$ cat config.mk
export PLATFORM = sky130hd
export DESIGN_NAME = ext_clk_mod_timer
export DESIGN_NICKNAME = d
export VERILOG_FILES = /design/src/rtl/emt_pkg.sv /design/src/rtl/emt_edge_sync.sv /design/src/rtl/emt_regs.sv /design/src/rtl/emt_core.sv /design/src/rtl/ext_clk_mod_timer.sv
export SDC_FILE = /design/constraint.sdc
export NUM_CORES = 1
export LEC_CHECK = 0
export ABC_AREA = 1
export BUFFER_PORTS_ARGS = -buffer_cell sky130_fd_sc_hd__buf_2
export CAP_MARGIN = 15
export CELL_PAD_IN_SITES_DETAIL_PLACEMENT = 1
export CELL_PAD_IN_SITES_GLOBAL_PLACEMENT = 1
export CORE_MARGIN = 3
export CORE_UTILIZATION = 40
export DETAILED_ROUTE_END_ITERATION = 10
export GPL_TIMING_DRIVEN = 0
export PLACE_DENSITY_LB_ADDON = 0.15
export RECOVER_POWER = 50
export REMOVE_ABC_BUFFERS = 1
export SYNTH_ARGS = -nofsm -noshare
export SYNTH_HDL_FRONTEND = slang
export SYNTH_SLANG_ARGS = --single-unit
$ cat constraint.sdc
create_clock -name clk -period 2.01 [get_ports clk]
set_clock_uncertainty 0.05 [all_clocks]
set_input_delay 0.1005 -clock clk [delete_from_list [all_inputs] [get_ports clk]]
set_output_delay 0.1005 -clock clk [all_outputs]
set_load 0.03 [all_outputs]
$ cat src/rtl/emt_pkg.sv
package emt_pkg;
  localparam int ADDR_W = 3;

  localparam logic [ADDR_W-1:0] A_CTRL  = 3'd0;
  localparam logic [ADDR_W-1:0] A_COUNT = 3'd1;
  localparam logic [ADDR_W-1:0] A_MOD   = 3'd2;
  localparam logic [ADDR_W-1:0] A_CMP   = 3'd3;
  localparam logic [ADDR_W-1:0] A_LOCK  = 3'd4;

  localparam int SRC_LO   = 0;
  localparam int IE_BIT   = 2;
  localparam int FLAG_BIT = 3;
  localparam int PIN_BIT  = 4;

  localparam logic [1:0] SRC_OFF = 2'b00;
  localparam logic [1:0] SRC_EXT = 2'b11;
endpackage

$ cat src/rtl/emt_edge_sync.sv
module emt_edge_sync #(
  parameter int STAGES = 2
) (
  input  logic clk,
  input  logic rst_n,
  input  logic pin,
  output logic rise
);
  // sh[STAGES-1:0] is the synchronizer; sh[STAGES] holds the previous sample
  logic [STAGES:0] sh;

  always_ff @(posedge clk or negedge rst_n) begin
    if (!rst_n) sh <= '0;
    else        sh <= {sh[STAGES-1:0], pin};
  end

  assign rise = sh[STAGES-1] & ~sh[STAGES];
endmodule

$ cat src/rtl/emt_regs.sv
module emt_regs
  import emt_pkg::*;
#(
  parameter int CNT_W = 16
) (
  input  logic              clk,
  input  logic              rst_n,
  input  logic              wr,
  input  logic [ADDR_W-1:0] addr,
  input  logic [CNT_W-1:0]  wdata,
  input  logic              flag,
  output logic              unlock,
  output logic [1:0]        src,
  output logic              ie,
  output logic              pin_sel,
  output logic [CNT_W-1:0]  mod_val,
  output logic [CNT_W-1:0]  cmp_val,
  output logic              cnt_clr,
  output logic              flag_clr
);
  logic wr_ctrl, wr_prot;

  assign wr_ctrl  = wr && (addr == A_CTRL);
  assign wr_prot  = wr && unlock;
  assign cnt_clr  = wr && (addr == A_COUNT);
  assign flag_clr = wr_ctrl && !wdata[FLAG_BIT] && flag;

  always_ff @(posedge clk or negedge rst_n) begin
    if (!rst_n) begin
      unlock  <= 1'b0;
      src     <= SRC_OFF;
      ie      <= 1'b0;
      pin_sel <= 1'b0;
      mod_val <= '1;
      cmp_val <= '0;
    end else begin
      if (wr && addr == A_LOCK) unlock <= wdata[0];
      if (wr_prot && addr == A_CTRL) begin
        src     <= wdata[SRC_LO+1:SRC_LO];
        ie      <= wdata[IE_BIT];
        pin_sel <= wdata[PIN_BIT];
      end
      if (wr_prot && addr == A_MOD) mod_val <= wdata;
      if (wr_prot && addr == A_CMP) cmp_val <= wdata;
    end
  end
endmodule

$ cat src/rtl/emt_core.sv
module emt_core #(
  parameter int CNT_W = 16
) (
  input  logic             clk,
  input  logic             rst_n,
  input  logic             tick,
  input  logic             cnt_clr,
  input  logic             flag_clr,
  input  logic [CNT_W-1:0] mod_val,
  input  logic [CNT_W-1:0] cmp_val,
  output logic [CNT_W-1:0] count,
  output logic             flag,
  output logic             toggle,
  output logic             wrap,
  output logic             match
);
  function automatic logic f_at_limit(input logic [CNT_W-1:0] c, input logic [CNT_W-1:0] m);
    return c == m;
  endfunction

  function automatic logic [CNT_W-1:0] f_next(input logic [CNT_W-1:0] c, input logic lim);
    return lim ? '0 : c + 1'b1;
  endfunction

  logic             step;
  logic [CNT_W-1:0] nxt;

  assign step  = tick && !cnt_clr;
  assign wrap  = step && f_at_limit(count, mod_val);
  assign nxt   = f_next(count, f_at_limit(count, mod_val));
  assign match = step && (nxt == cmp_val);

  always_ff @(posedge clk or negedge rst_n) begin
    if (!rst_n) begin
      count  <= '0;
      flag   <= 1'b0;
      toggle <= 1'b0;
    end else begin
      if (cnt_clr)   count <= '0;
      else if (step) count <= nxt;
      if (wrap)          flag <= 1'b1;
      else if (flag_clr) flag <= 1'b0;
      if (match) toggle <= ~toggle;
    end
  end
endmodule

$ cat src/rtl/ext_clk_mod_timer.sv
module ext_clk_mod_timer
  import emt_pkg::*;
#(
  parameter int CNT_W       = 16,
  parameter int SYNC_STAGES = 2
) (
  input  logic              clk,
  input  logic              rst_n,
  input  logic              bus_wr,
  input  logic [ADDR_W-1:0] bus_addr,
  input  logic [CNT_W-1:0]  bus_wdata,
  output logic [CNT_W-1:0]  bus_rdata,
  input  logic [1:0]        ext_clk,
  output logic              toggle_out,
  output logic              ovf_flag,
  output logic              ovf_irq
);
  localparam int NUM_PINS = 2;

  logic [NUM_PINS-1:0] rise_vec;
  logic                unlock, ie, pin_sel, cnt_clr, flag_clr;
  logic [1:0]          src;
  logic [CNT_W-1:0]    mod_val, cmp_val, count;
  logic                tick, wrap, match;

  for (genvar i = 0; i < NUM_PINS; i++) begin : g_pin
    emt_edge_sync #(.STAGES(SYNC_STAGES)) u_sync (
      .clk  (clk),
      .rst_n(rst_n),
      .pin  (ext_clk[i]),
      .rise (rise_vec[i])
    );
  end

  assign tick = rise_vec[pin_sel] && (src == SRC_EXT);

  emt_regs #(.CNT_W(CNT_W)) u_regs (
    .clk     (clk),
    .rst_n   (rst_n),
    .wr      (bus_wr),
    .addr    (bus_addr),
    .wdata   (bus_wdata),
    .flag    (ovf_flag),
    .unlock  (unlock),
    .src     (src),
    .ie      (ie),
    .pin_sel (pin_sel),
    .mod_val (mod_val),
    .cmp_val (cmp_val),
    .cnt_clr (cnt_clr),
    .flag_clr(flag_clr)
  );

  emt_core #(.CNT_W(CNT_W)) u_core (
    .clk     (clk),
    .rst_n   (rst_n),
    .tick    (tick),
    .cnt_clr (cnt_clr),
    .flag_clr(flag_clr),
    .mod_val (mod_val),
    .cmp_val (cmp_val),
    .count   (count),
    .flag    (ovf_flag),
    .toggle  (toggle_out),
    .wrap    (wrap),
    .match   (match)
  );

  assign ovf_irq = ovf_flag & ie;

  always_comb begin
    bus_rdata = '0;
    case (bus_addr)
      A_CTRL: begin
        bus_rdata[SRC_LO+1:SRC_LO] = src;
        bus_rdata[IE_BIT]          = ie;
        bus_rdata[FLAG_BIT]        = ovf_flag;
        bus_rdata[PIN_BIT]         = pin_sel;
      end
      A_COUNT: bus_rdata    = count;
      A_MOD:   bus_rdata    = mod_val;
      A_CMP:   bus_rdata    = cmp_val;
      A_LOCK:  bus_rdata[0] = unlock;
      default: bus_rdata    = '0;
    endcase
  end
endmodule

==> results of run 1 <==
## per-layer routing
| metal | routed length (um) | part of all wire, % | up-vias |
|---|---|---|---|
| met5 | 0 | 0 | - |
| met4 | 183 | 1.6 | 0 |
| met3 | 492 | 4.2 | 20 |
| met2 | 5720 | 49 | 87 |
| met1 | 5250 | 45 | 1814 |
| li1 | - | - | 1762 |
## timing repair
| action | 4_1_cts | 5_1_grt |
|---|---|---|
| gates resized for setup | 20 | 23 |
| endpoints found under the setup margin | 25 | 33 |
| pin swaps | 13 | 22 |
| hold buffers | 18 | 0 |
| cloned | 2 | 0 |
| endpoints found under the hold margin | 77 | 0 |
| setup buffers | 4 | 4 |
## cell usage in the layout, fill, tap and decap left out, types with 9 or more instances in the layout
cell	count
sky130_fd_sc_hd__nor2_1	27
sky130_fd_sc_hd__o21ai_0	42
sky130_fd_sc_hd__clkbuf_8	9
sky130_fd_sc_hd__buf_2	40
sky130_fd_sc_hd__o22ai_1	19
sky130_fd_sc_hd__nand2_1	171
sky130_fd_sc_hd__nand3_1	15
sky130_fd_sc_hd__nand2_2	10
sky130_fd_sc_hd__inv_2	16
sky130_fd_sc_hd__dfrtp_1	40
sky130_fd_sc_hd__dlygate4sd3_1	18
sky130_fd_sc_hd__o221ai_1	12
sky130_fd_sc_hd__dfstp_2	16
sky130_fd_sc_hd__inv_1	63
## kinds of logic after synthesis
| group | count (synthesis) | synth area share (%) |
|---|---|---|
| buffers and inverters | 95 | 10.6 |
| adder cells (fa/ha/maj) | 1 | 0.347 |
| AND/OR/NAND/NOR | 260 | 30.1 |
| AO/OA/AOI/OAI | 82 | 13.8 |
| XOR/XNOR | 8 | 2.15 |
| flip-flops | 61 | 42.9 |
## power groups by stage
stage / combinational (mW) / sequential [mW] / clock (mW)
floorplan: 1.02 / 1.81 / 0
global placement: 1.31 / 1.89 / 0
detailed placement: 1.38 / 1.90 / 0
CTS: 1.56 / 1.88 / 1.39
global route: 1.88 / 1.96 / 1.47
finish: 1.68 / 1.91 / 1.38
## flip-flops by register name, summed over array words and instances, names as in the netlist
| name | count |
|---|---|
| u_core.count | 16 |
| u_regs.cmp_val | 16 |
| u_regs.mod_val | 16 |
| g_pin.u_sync.sh | 6 |
| u_regs.src | 2 |
| u_core.flag | 1 |
| u_core.toggle | 1 |
| u_regs.ie | 1 |
| u_regs.pin_sel | 1 |
| u_regs.unlock | 1 |
## cell type report
class	instances	area [um^2]	share of cell area, %
clock buffers	9	124	2.74
inverters	80	302	6.66
well taps	105	131	2.90
repair buffers	70	484	10.7
clock inverters	7	124	2.74
flip-flops and latches	61	1550	34.3
multi-input cells	353	1810	40.0
## final timing paths
| kind | to | cells past startpoint | slack (ns) |
|---|---|---|---|
| setup / recovery | u_core.toggle | 15 | -0.28 |
| hold / removal | u_regs.mod_val[2] | 3 | 0.003 |
| setup reg to reg | u_core.toggle | 15 | -0.28 |
| hold reg to reg | g_pin[1].u_sync.sh[1] | 0 | 0.31 |
| max in group asynchronous | u_core.count[2] | 2 | 0.19 |
| min in group asynchronous | u_regs.unlock | 2 | 0.61 |
## worst max-delay path: cells and delay by family (launching register included)
kind                   cells  cell delay [ns]
buffers and inverters      1             0.06
and+or+nand+nor           14             1.55
DFF                        1             0.54
==> results.txt, run 1 <==
Using the TritonRoute via totals, the vias-per-cell ratio works out to 5.38. The flow ran to the end, but the final reports show violations. The tools report the total of endpoints with negative setup slack in the final report as 1. Global routing's busiest layer: met2. The count of nets left with antenna violations once routing finished came out at 0. The final period utilization came out at 114%. The finished layout holds 685 standard cells, fillers aside. Cells fill 53.5% of the core in the end. The die is 101 um tall. The first global-routing pass estimated 19.0 mm of wire. Type of the worst setup path: flop to flop. The later pin in the worst-skew pair is clocked with a latency of 0.35 ns. Sequential elements use 42.9% of the synthesized area. The number of endpoints with negative hold slack in the final report is 0.

The post-synthesis async set-or-reset flop share is 100%. From left edge to right edge, the die measures 101 um. The internal portion of total power is 3.04 mW.

For the post-detailed-placement half-perimeter wirelength, the log shows 7.65 mm. In this run, synthesis produced a sequential element count of 61. Delay of the slowest critical-path stage: 0.54 ns.

In this run the critical register-to-register path is launched from u_regs.mod_val[12]. Dividing total power by cell area gives a power density of 1100 mW/mm^2. Floorplan row count: 33.

The root buffer cell chosen for the clock tree is sky130_fd_sc_hd__clkbuf_8. For this run, global-route usage on met2 was measured as 40.3%. For the count of synthesis-stage warnings from yosys, the log shows 0.

The tools report the reported net switching power as 1.93 mW. The worst setup path startpoint was u_regs.mod_val[12]. Reported max-cap violation count: 1. The count of port buffers added during placement is 42. By count the netlist is led by sky130_fd_sc_hd__nand2_1 (182), sky130_fd_sc_hd__inv_1 (70), sky130_fd_sc_hd__dfrtp_1 (45). For this run, the top clock speed supported by timing is 0.436 GHz. The final period demand of the worst path was 2.29 ns; the number of antenna violations at the first check in global routing was 0. The slew at the pin closest to its max-slew limit came out at 1.59 ns. The detailed router placed 3683 vias in this run.

For met3 alone, demand over resource in global routing was 4.43%. The startpoint of the tightest hold check path was bus_wdata[2]. In this run the deepest clock path goes through 2 buffers. For the area of all placed cells without fillers, the log shows 0.00453 mm^2. The worst-case setup margin in the final layout is -0.283 ns, and the number of antenna repair diodes is 0. The required time reported for the critical path endpoint was 2.21 ns. For this run, design rule violations remaining after detail routing come to 0.

The share of final-layout standard cells stronger than drive strength 1 works out to 24.0%. Yosys mapped a number of flops with a built-in enable equal to 0. The first detailed-routing pass ran for 5 iterations.

The worst max-slew margin expressed relative to the limit came out at -5.98%. The routability-driven placement congestion ratio was 0.792; the top-area cell type share of the netlist area was 31.3%. Setup total negative slack on the finished layout was measured at -0.283 ns. The unique cell type count in the Yosys netlist is 33, and the peak supply drop is 0.000387 V.

The die covers 0.0102 mm^2. The H-tree was split into 3 levels. On the final layout, the worst hold slack is 0.00254 ns.

The post-synthesis to final-layout area growth is 25.7%. For this design the static power due to leakage is 2.22 nW. Each instance of the synthesized netlist takes up on average 7.10 um^2. The cell seen most often among critical-path stages is sky130_fd_sc_hd__nand2_1.

The checks that failed: capacitance limit, slew limit, setup timing. The cell area that synthesis handed to floorplanning was 0.00360 mm^2. In this run the standard cell core region covers 0.00846 mm^2.

Net switching is 38.8% of the power. In this run the worst hold path is classified as primary input to flop. The synthesized instance count was 507.

STA classifies the critical path startpoint as a flop. In this run, the number of DRC markers left after iteration 0 of detailed routing was 153. Timing analysis after detailed placement gives a worst setup slack of -0.485 ns. The maximum number of pins on one net before global-route repair was 62; the final-stage net count was 600.

The tools report the post-route total power as 4.96 mW. The endpoint class of the critical path was a flop. The initial utilization of the core area, before any placement, comes to 42.5%. The cell type contributing the most total cell area after synthesis was sky130_fd_sc_hd__dfrtp_1. The placed instances occupy a cell area of 0.00389 mm^2. For this block, the routed nets add up to 11.6 mm of wire. Global routing used 32.0% of the available met1 tracks. Including well taps, the total number of placed cells is 641. Of the total power, the clock network draws 27.8%. Registers are responsible for 38.4% of the overall power. Clock-pin slew was measured on the worst setup and hold paths at 0.08 ns. The share of total power dissipated in combinational logic is 33.8%. The total clock buffers created by CTS came out at 9. The most used flip-flop cell after synthesis is sky130_fd_sc_hd__dfrtp_1. The tools report the number of I/O pins as 43. In the post-synthesis netlist, the biggest area contributors are sky130_fd_sc_hd__dfrtp_1 (31%), sky130_fd_sc_hd__nand2_1 (19%), sky130_fd_sc_hd__dfstp_2 (12%), sky130_fd_sc_hd__inv_1 (7.3%), sky130_fd_sc_hd__o21ai_0 (5.8%). The tools report the number of fill cells as 1092. The maximum fanout count along the critical path is 8. On the critical path, the stage with the largest delay is an instance of sky130_fd_sc_hd__dfstp_2.

TritonCTS built the clock tree. The tools report the via count of the first global-routing pass as 3867. Counting every sink on the clock net gives 61. After detailed routing, the average wire length per cell comes to 17.0 um. Global routing consumed, over all layers together, 24.0% of the routing resources. The logs give 62 for the max-slew violation count and 2.49 ns for the data arrival time of the critical path. The total congestion overflow is 0. The signal on the critical path passes through inv_1 -> nand2_1 -> nand2_2 -> nor2_1 -> nand2_2 -> nor2_4 -> nand2_4 -> nand3b_1 -> nand2_1 -> nor2_2 -> nand2_1 -> nor2_2 -> nand3_1 -> nand2_1 -> nand2_1. Setup repair after global routing could not meet its margin everywhere. The most common cell in the synthesized netlist is sky130_fd_sc_hd__nand2_1.
Note: power is estimated with default switching activity, not from simulation.
==> inputs of run 2 (changes only) <==
--- a/config.mk
+++ b/config.mk
@@ -11,12 +11,11 @@
 export CELL_PAD_IN_SITES_DETAIL_PLACEMENT = 1
 export CELL_PAD_IN_SITES_GLOBAL_PLACEMENT = 1
 export CORE_MARGIN = 3
-export CORE_UTILIZATION = 40
+export CORE_UTILIZATION = 30
 export DETAILED_ROUTE_END_ITERATION = 10
 export GPL_TIMING_DRIVEN = 0
 export PLACE_DENSITY_LB_ADDON = 0.15
 export RECOVER_POWER = 50
-export REMOVE_ABC_BUFFERS = 1
 export SYNTH_ARGS = -nofsm -noshare
 export SYNTH_HDL_FRONTEND = slang
 export SYNTH_SLANG_ARGS = --single-unit
==> run 2 against run 1 <==
The flow still finishes with violations (capacitance limit, slew limit, setup timing). Worst setup slack better by 0.086 ns. Utilization is 13 points lower. Die area is 31% higher. Final cell count is 7.2% higher. Power is 4.1% higher. Critical path depth is 1 higher. Maximum frequency is 3.9% higher. Global-route usage is 3.1 points lower. Wire length is 9.9% higher. Clock power is 19% higher. Design area is 2.9% higher. Register-to-register slack better by 0.09 ns. Critical path type unchanged. Critical endpoint unchanged. Largest power group unchanged. Highest routed layer unchanged.
==> results.txt, run 2 (synthesis gave the netlist of run 1 again) <==
The post-CTS clock slew at the launch and capture registers of the worst setup and hold paths was 0.05 ns (was 0.08 ns). The power density of the placed cells came out at 1110 mW/mm^2 (was 1100 mW/mm^2). The clock tree root buffer cell is sky130_fd_sc_hd__clkbuf_16 (was sky130_fd_sc_hd__clkbuf_8). TritonCTS built the clock tree.

The final period demand of the worst path was 2.21 ns (was 2.29 ns); the number of vias after detailed routing was 3650 (was 3683). The H-tree level count is 3 (unchanged). The most frequent standard cell in the layout excluding fill and tap cells is sky130_fd_sc_hd__nand2_1 (unchanged). The max-slew violation count came out at 62 (unchanged). The peak supply drop is 0.000515 V (was 0.000387 V). The tools report the total clock buffers created by CTS as 9 (unchanged). The logs give 31.1% (was 42.5%) for the initial cell density of the core and 611 (was 600) for the final-stage net count. The number of design-rule violations left by the first detailed-router iteration is 141 (was 153), and the count of port buffers added during placement is 42 (unchanged).

The tools report the worst-case setup margin in the final layout as -0.196 ns (was -0.283 ns). The total congestion overflow is 0 (unchanged), and the mean number of vias per cell is 4.97 (was 5.38). The class of the tightest hold or removal check is primary input to flop (unchanged). Violated checks: capacitance limit, slew limit, setup timing (unchanged). The remaining antenna violation count is 0 (unchanged), and the post-synthesis to final-layout area growth is 29.4% (was 25.7%).

The logs give 20.9% (was 24.0%) for the total global-route track usage and -8.54% (was -5.98%) for the worst max-slew margin expressed relative to the limit. The run gives 2 (unchanged) as the maximum count of clock buffers along a single path. The run finished, with violations left. The chip width came out at 116 um (was 101 um).

For the total wire length, the log shows 12.8 mm (was 11.6 mm). Tightest hold margin: 0.0137 ns (was 0.00254 ns). Leading registers by flop count: u_core.count: 16 flops, u_regs.cmp_val: 16 flops, u_regs.mod_val: 16 flops (unchanged). The endpoint class of the critical path was a flop (unchanged). For the die area, the log shows 0.0134 mm^2 (was 0.0102 mm^2). Setup repair after global routing could not meet its margin everywhere. The floorplan row count came out at 39 (was 33). The post-route DRC violation count came out at 0 (unchanged). The logs give 1 (unchanged) for the total of endpoints with negative setup slack in the final report and 9.15 mm (was 7.65 mm) for the post-detailed-placement half-perimeter wirelength.

The tools report the register-to-register setup slack as -0.20 ns (was -0.28 ns). The leakage power total was 2.29 nW (was 2.22 nW); the utilization after layout was 40.3% (was 53.5%). The type of element launching the critical path was a flop (unchanged). The via count of the first global-routing pass is 3890 (was 3867), and the total number of clock tree sinks is 61 (unchanged).

The required time reported for the critical path endpoint was 2.19 ns (was 2.21 ns). The tools report the data arrival time of the critical path as 2.39 ns (was 2.49 ns). The average detailed-routed wire length per instance is 17.4 um (was 17.0 um). The global-route wire length before repair came out at 20.9 mm (was 19.0 mm). The final period utilization was 110% (was 114%). The number of I/O pins was 43 (unchanged); the net count after synthesis was 532. Maximum number of pins on one net before global-route repair: 62 (unchanged).

The chip height was 116 um (was 101 um); the length of the first detailed-routing pass in iterations was 4 (was 5). For the clock latency of the later-clocked register in the worst-skew pair, the log shows 0.34 ns (was 0.35 ns). The type of the worst setup path was flop to flop (unchanged). The area of the core came out at 0.0116 mm^2 (was 0.00846 mm^2). The number of endpoints with negative hold slack in the final report came out at 0 (unchanged).

Routability-driven placement congestion ratio: 0.810 (was 0.792). The number of antenna violations at the first check in global routing was 0 (unchanged). Slew at the pin closest to its max-slew limit: 1.63 ns (was 1.59 ns). The reported max-cap violation count was 1 (unchanged).

Number of antenna repair diodes: 0 (unchanged). Maximum clock frequency: 0.453 GHz (was 0.436 GHz). The maximum fanout count along the critical path is 5 (was 8). The share of final-layout standard cells stronger than drive strength 1 is 22.0% (was 24.0%), and the number of fill cells is 1467 (was 1092). Commonest non-fill, non-tap cells in the layout: sky130_fd_sc_hd__nand2_1 (177), sky130_fd_sc_hd__inv_1 (69), sky130_fd_sc_hd__dfrtp_1 (44), sky130_fd_sc_hd__o21ai_0 (42), sky130_fd_sc_hd__buf_2 (42) (was sky130_fd_sc_hd__nand2_1 (171), sky130_fd_sc_hd__inv_1 (63), sky130_fd_sc_hd__o21ai_0 (42), sky130_fd_sc_hd__dfrtp_1 (40), sky130_fd_sc_hd__buf_2 (40)).
## run 2: routing by layer
metal | GRT usage [%] | wire length (um) | part of all wire [%] | vias to the layer above
met5 | 0 | 0 | 0 | -
li1 | - | - | - | 1788
met3 | 3.39 | 475 | 3.7 | 21
met4 | 9.08 | 287 | 2.2 | 0
met2 | 34.2 | 5980 | 47 | 64
met1 | 27.4 | 6060 | 47 | 1777
## run 2: power by group
part           switching (mW)  internal (mW)  leakage, nW
combinational            1.02          0.618         1.39
clock                   0.587           1.05        0.158
sequential              0.298           1.59        0.749
## run 2: layout make-up
| cell class | count | area [um^2] | share of cell area [%] |
|---|---|---|---|
| Inverter | 80 | 300 | 6.45 |
| Multi-Input combinational cell | 351 | 1760 | 37.7 |
| Buffer | 15 | 96.3 | 2.07 |
| Tap cell | 143 | 179 | 3.84 |
| Clock buffer | 12 | 267 | 5.72 |
| Sequential cell | 61 | 1550 | 33.2 |
| Clock inverter | 4 | 45.0 | 0.967 |
| Timing Repair Buffer | 68 | 467 | 10.0 |
## run 2: final timing paths
kind / start / end / cells past startpoint
min: bus_wdata[0] / u_regs.mod_val[0] / 3
max: u_regs.mod_val[11] / u_core.toggle / 16
max in group asynchronous: rst_n / u_core.count[3] / 2
min reg2reg: g_pin[0].u_sync.sh[0] / g_pin[0].u_sync.sh[1] / 0
max reg2reg: u_regs.mod_val[11] / u_core.toggle / 16
min in group asynchronous: rst_n / u_regs.cmp_val[2] / 2
## run 2: worst max-delay path, cell delays in order, from the launching register on
cell	delay, ns
sky130_fd_sc_hd__dfstp_2	0.56
sky130_fd_sc_hd__inv_1	0.06
sky130_fd_sc_hd__nand2_1	0.05
sky130_fd_sc_hd__nand2_1	0.06
sky130_fd_sc_hd__nor2_1	0.11
sky130_fd_sc_hd__nand2_1	0.12
sky130_fd_sc_hd__nor2_4	0.11
sky130_fd_sc_hd__nand2_4	0.09
sky130_fd_sc_hd__buf_8	0.14
sky130_fd_sc_hd__nand3b_1	0.10
sky130_fd_sc_hd__nand2_1	0.08
sky130_fd_sc_hd__nor2_2	0.15
sky130_fd_sc_hd__nand2_1	0.08
sky130_fd_sc_hd__nor2_2	0.12
sky130_fd_sc_hd__nand3_1	0.08
sky130_fd_sc_hd__nand2_1	0.06
sky130_fd_sc_hd__nand2_1	0.05
## run 2: per-stage QoR
stage / worst slack [ns] / cells / power [mW] / TNS (ns) / area, um^2
2_1_floorplan: 0.146 / 507 / 2.85 / 0 / 3600
3_3_place_gp: -0.317 / 692 / 3.28 / -3.37 / 3990
3_5_place_dp: -0.370 / 692 / 3.34 / -3.89 / 3990
4_1_cts: -0.196 / 728 / 5.08 / -0.196 / 4530
5_1_grt: -0.374 / 734 / 5.54 / -1.05 / 4660
6_report: -0.196 / 734 / 5.16 / -0.196 / 4660
## run 2: timing repair
item                                    in CTS  in global routing
hold buffers                                18                  0
buffers inserted                             2                  5
endpoints found under the hold margin       75                  0
endpoints found under the setup margin      14                 25
resized for setup                            8                 25
gates cloned                                 0                  1
pin swaps                                    0                 18
==> inputs of run 3 (changes only) <==
--- a/config.mk
+++ b/config.mk
@@ -10,12 +10,12 @@
 export CAP_MARGIN = 15
 export CELL_PAD_IN_SITES_DETAIL_PLACEMENT = 1
 export CELL_PAD_IN_SITES_GLOBAL_PLACEMENT = 1
-export CORE_MARGIN = 3
+export CORE_MARGIN = 1
 export CORE_UTILIZATION = 30
 export DETAILED_ROUTE_END_ITERATION = 10
 export GPL_TIMING_DRIVEN = 0
 export PLACE_DENSITY_LB_ADDON = 0.15
-export RECOVER_POWER = 50
+export RECOVER_POWER = 25
 export SYNTH_ARGS = -nofsm -noshare
 export SYNTH_HDL_FRONTEND = slang
 export SYNTH_SLANG_ARGS = --single-unit
==> constraint.sdc (replaced) <==
create_clock -name clk -period 2.33 [get_ports clk]
set_clock_uncertainty 0.05 [all_clocks]
set_input_delay 0.1165 -clock clk [delete_from_list [all_inputs] [get_ports clk]]
set_output_delay 0.1165 -clock clk [all_outputs]
set_load 0.03 [all_outputs]
==> run 3 against run 2 <==
The flow finishes with violations (DRC, capacitance limit, slew limit). Global-route usage grew 0.85 points. Sequential share of layout area grew 1.2 points. Combinational power shrank 23%. Final cell count shrank 1.4%. Critical path depth is the same. Power shrank 15%. Non-clock buffer count shrank 10. Largest cell class unchanged.
==> results.txt, run 3 (synthesis gave the netlist of run 1 again) <==
The flow ran to the end, but the final reports show violations. Violated checks: DRC, capacitance limit, slew limit (was capacitance limit, slew limit, setup timing). Total area of sequential cells: 0.00155 mm^2 (about the same). Number of vias after detailed routing: 3566 (was 3650). Type of the worst setup path: flop to flop (unchanged). Worst min-delay path endpoint: u_regs.mod_val[2] (was u_regs.mod_val[0]). The total buffers and inverters traversed by the critical path was 2 (unchanged).

The total wire length is 12.4 mm (was 12.8 mm). The share of final-layout standard cells stronger than drive strength 1 came out at 18.6% (was 22.0%). The logic depth of the worst register-to-register path works out to 16 (unchanged). The worst-path cell with the longest stage delay was sky130_fd_sc_hd__dfstp_2 (unchanged). The global routing met3 resource utilization is 5.66% (was 3.39%), and the power density of the placed cells is 973 mW/mm^2 (was 1110 mW/mm^2). The maximum fanout count along the critical path is 10 (was 5). The count of port buffers added during placement works out to 42 (unchanged). For the area of the core, the log shows 0.0116 mm^2 (unchanged).

The cell seen most often among critical-path stages was sky130_fd_sc_hd__nand2_1 (unchanged). The run gives 0 (unchanged) as the number of endpoints with negative hold slack in the final report. TritonCTS built the clock tree. The initial cell density of the core was 31.1% (unchanged); the final-stage net count was 601 (was 611).

The logs give 9.01 mm (was 9.15 mm) for the post-detailed-placement half-perimeter wirelength and 1 (unchanged) for the reported max-cap violation count. The worst max-slew margin expressed relative to the limit was -8.55% (was -8.54%); the delay of the slowest critical-path stage was 0.54 ns (was 0.56 ns). The type of element launching the critical path is a flop (unchanged).

Number of fill cells: 1465 (was 1467). The most frequent standard cell in the layout excluding fill and tap cells is sky130_fd_sc_hd__nand2_1 (unchanged). The max-slew violation count is 62 (unchanged). The met2 usage in global routing is 34.9% (was 34.2%). The peak supply drop came out at 0.000386 V (was 0.000515 V). Commonest non-fill, non-tap cells in the layout: sky130_fd_sc_hd__nand2_1 (182), sky130_fd_sc_hd__inv_1 (70), sky130_fd_sc_hd__o21ai_0 (42), sky130_fd_sc_hd__buf_2 (42), sky130_fd_sc_hd__dfrtp_1 (42) (was sky130_fd_sc_hd__nand2_1 (177), sky130_fd_sc_hd__inv_1 (69), sky130_fd_sc_hd__dfrtp_1 (44), sky130_fd_sc_hd__o21ai_0 (42), sky130_fd_sc_hd__buf_2 (42)). The chip height was 112 um (was 116 um); the maximum count of clock buffers along a single path was 2 (unchanged). The run gives 39 (unchanged) as the floorplan row count.

The global-route wire length before repair was 20.2 mm (was 20.9 mm). The die area is 0.0124 mm^2 (was 0.0134 mm^2). The class of the tightest hold or removal check is primary input to flop (unchanged). The startpoint of the lowest-slack register-to-register path is u_regs.mod_val[13] (was u_regs.mod_val[11]).

Number of antenna repair diodes: 0 (unchanged). For the global-route met1 utilization, the log shows 28.8% (was 27.4%). The clock tree root buffer cell is sky130_fd_sc_hd__clkbuf_16 (unchanged). The logs give 43 (unchanged) for the number of I/O pins and 131 (was 141) for the number of design-rule violations left by the first detailed-router iteration. The length of the first detailed-routing pass in iterations was 7 (was 4); the via count of the first global-routing pass was 3732 (was 3890). The run gives 0.00170 mm^2 (was 0.00176 mm^2) as the area of the multi-input gates.

The endpoint class of the critical path was a flop (unchanged). The slew at the pin closest to its max-slew limit came out at 1.63 ns (about the same). The run gives 2.52 ns (was 2.19 ns) as the required time reported for the critical path endpoint. Setup repair after global routing could not meet its margin everywhere. The mean number of vias per cell is 4.93 (was 4.97), and the total negative setup slack is 0 ns (was -0.196 ns).

The total clock buffers created by CTS was 9 (unchanged). The tools report the maximum number of pins on one net before global-route repair as 62 (unchanged). The tools report the total of endpoints with negative setup slack in the final report as 0 (was 1). The routability-driven placement congestion ratio is 0.826 (was 0.810), and the data arrival time of the critical path is 2.40 ns (was 2.39 ns). The run gives 0 (unchanged) as the total congestion overflow.

Final period utilization: 95.2% (was 110%). The H-tree level count was 3 (unchanged). The run gives 0 (unchanged) as the remaining antenna violation count.

Leading registers by flop count: u_core.count: 16 flops, u_regs.cmp_val: 16 flops, u_regs.mod_val: 16 flops (unchanged). The tools report the instance area after placement as 0.00399 mm^2 (unchanged). The total global-route track usage is 21.8% (was 20.9%). The area of all placed cells without fillers is 0.00450 mm^2 (was 0.00466 mm^2), and the number of antenna violations at the first check in global routing is 0 (unchanged).

Cell breakdown of the critical path: inv_1 -> nand2_1 -> nand2_1 -> nor2_1 -> nand2_1 -> nor2_2 -> nand2_2 -> buf_6 -> nand3b_1 -> nand2_1 -> nor2_2 -> nand2_1 -> nor2_1 -> nand3_1 -> nand2_1 -> nand2_1 (was inv_1 -> nand2_1 -> nand2_1 -> nor2_1 -> nand2_1 -> nor2_4 -> nand2_4 -> buf_8 -> nand3b_1 -> nand2_1 -> nor2_2 -> nand2_1 -> nor2_2 -> nand3_1 -> nand2_1 -> nand2_1). The post-synthesis to final-layout area growth was 25.1% (was 29.4%); the final period demand of the worst path was 2.22 ns (was 2.21 ns). The tools report the post-CTS setup buffer count as 0 (was 2).

The total number of clock tree sinks is 61 (unchanged), and the chip width is 112 um (was 116 um). The tools report the reg-to-reg endpoint as u_core.toggle (unchanged). The run gives 2.19 nW (was 2.29 nW) as the leakage power total. For the register-to-register setup slack, the log shows 0.11 ns (was -0.20 ns).

Startpoint of the tightest hold check path: bus_wdata[2] (was bus_wdata[0]). The maximum clock frequency was 0.451 GHz (was 0.453 GHz). The average detailed-routed wire length per instance is 17.1 um (was 17.4 um), and the number of stages on the worst hold path is 3 (unchanged). The global routing's busiest layer is met2 (unchanged).

The tools report the utilization after layout as 38.9% (was 40.3%). Net count after synthesis: 532 (unchanged). The gate family responsible for the most delay along the worst path was simple AND/OR/NAND/NOR gates (unchanged). The post-CTS clock slew at the launch and capture registers of the worst setup and hold paths is 0.06 ns (was 0.05 ns). The clock latency of the later-clocked register in the worst-skew pair came out at 0.35 ns (was 0.34 ns).

The post-route DRC violation count is 2 (was 0).
[run 3: cell types whose count changed in the layout (fill, tap and decap cells not counted), moves of 3 or more]
cell / previous run / this run
sky130_fd_sc_hd__clkbuf_2: 4 / 1
sky130_fd_sc_hd__nor2_4: 5 / 2
sky130_fd_sc_hd__nand2_1: 177 / 182
sky130_fd_sc_hd__nor2_1: 25 / 28
sky130_fd_sc_hd__nand2_2: 5 / 1
sky130_fd_sc_hd__buf_4: 8 / 2
sky130_fd_sc_hd__clkbuf_8: 3 / 0
[run 3: where the power goes]
part	leakage, nW	switching [mW]	internal (mW)
registers	0.746	0.264	1.37
logic	1.29	0.806	0.466
clock network	0.156	0.538	0.941
total	2.19	1.61	2.78
[run 3: worst reg2reg max path, stage by stage (launching register included)]
cell	delay, ns
sky130_fd_sc_hd__dfstp_2	0.54
sky130_fd_sc_hd__inv_1	0.05
sky130_fd_sc_hd__nand2_1	0.05
sky130_fd_sc_hd__nand2_1	0.07
sky130_fd_sc_hd__nor2_1	0.12
sky130_fd_sc_hd__nand2_1	0.10
sky130_fd_sc_hd__nor2_2	0.13
sky130_fd_sc_hd__nand2_2	0.09
sky130_fd_sc_hd__buf_6	0.17
sky130_fd_sc_hd__nand3b_1	0.13
sky130_fd_sc_hd__nand2_1	0.10
sky130_fd_sc_hd__nor2_2	0.12
sky130_fd_sc_hd__nand2_1	0.07
sky130_fd_sc_hd__nor2_1	0.13
sky130_fd_sc_hd__nand3_1	0.09
sky130_fd_sc_hd__nand2_1	0.06
sky130_fd_sc_hd__nand2_1	0.04
[run 3: timing repair]
item / in CTS / in global routing
setup endpoints to repair: 1 / 9
hold buffers: 16 / 0
resized for setup: 1 / 10
endpoints found under the hold margin: 68 / 0
[run 3: through the flow]
step / power, mW / hold WS (ns) / instances / setup slack (ns)
after floorplan: 2.46 / -0.229 / 507 / 0.466
after global placement: 2.83 / 0.174 / 692 / -0.00366
after detailed placement: 2.87 / 0.176 / 692 / -0.0158
after CTS: 4.40 / 0.00102 / 724 / 0.0631
after global routing: 4.69 / 0.0414 / 724 / -0.0454
final: 4.38 / 0.00955 / 724 / 0.112
[run 3: worst max path at each step]
stage	depth (start not counted)	to	slack, ns	from
5_1_grt	16	u_core.toggle	-0.05	u_regs.mod_val[12]
3_5_place_dp	15	u_core.toggle	-0.02	u_core.count[1]
4_1_cts	6	bus_rdata[10]	0.06	bus_addr[2]
6_report	16	u_core.toggle	0.11	u_regs.mod_val[13]
3_3_place_gp	15	u_core.toggle	-0.004	u_core.count[1]
2_1_floorplan	16	u_core.toggle	0.47	u_core.count[1]
[run 3: final cells by class]
class / count / area share [%]
Multi-Input combinational cell: 351 / 37.7
Timing Repair Buffer: 58 / 8.19
Inverter: 80 / 6.67
Buffer: 15 / 1.81
Tap cell: 143 / 3.97
Sequential cell: 61 / 34.4
Clock buffer: 9 / 5.00
Clock inverter: 7 / 2.19
[run 3: routing by layer]
metal,vias to the layer above,part of all wire [%]
met3,10,2.8
li1,1765,-
met4,0,1.4
met1,1741,50
met2,50,46
met5,-,0
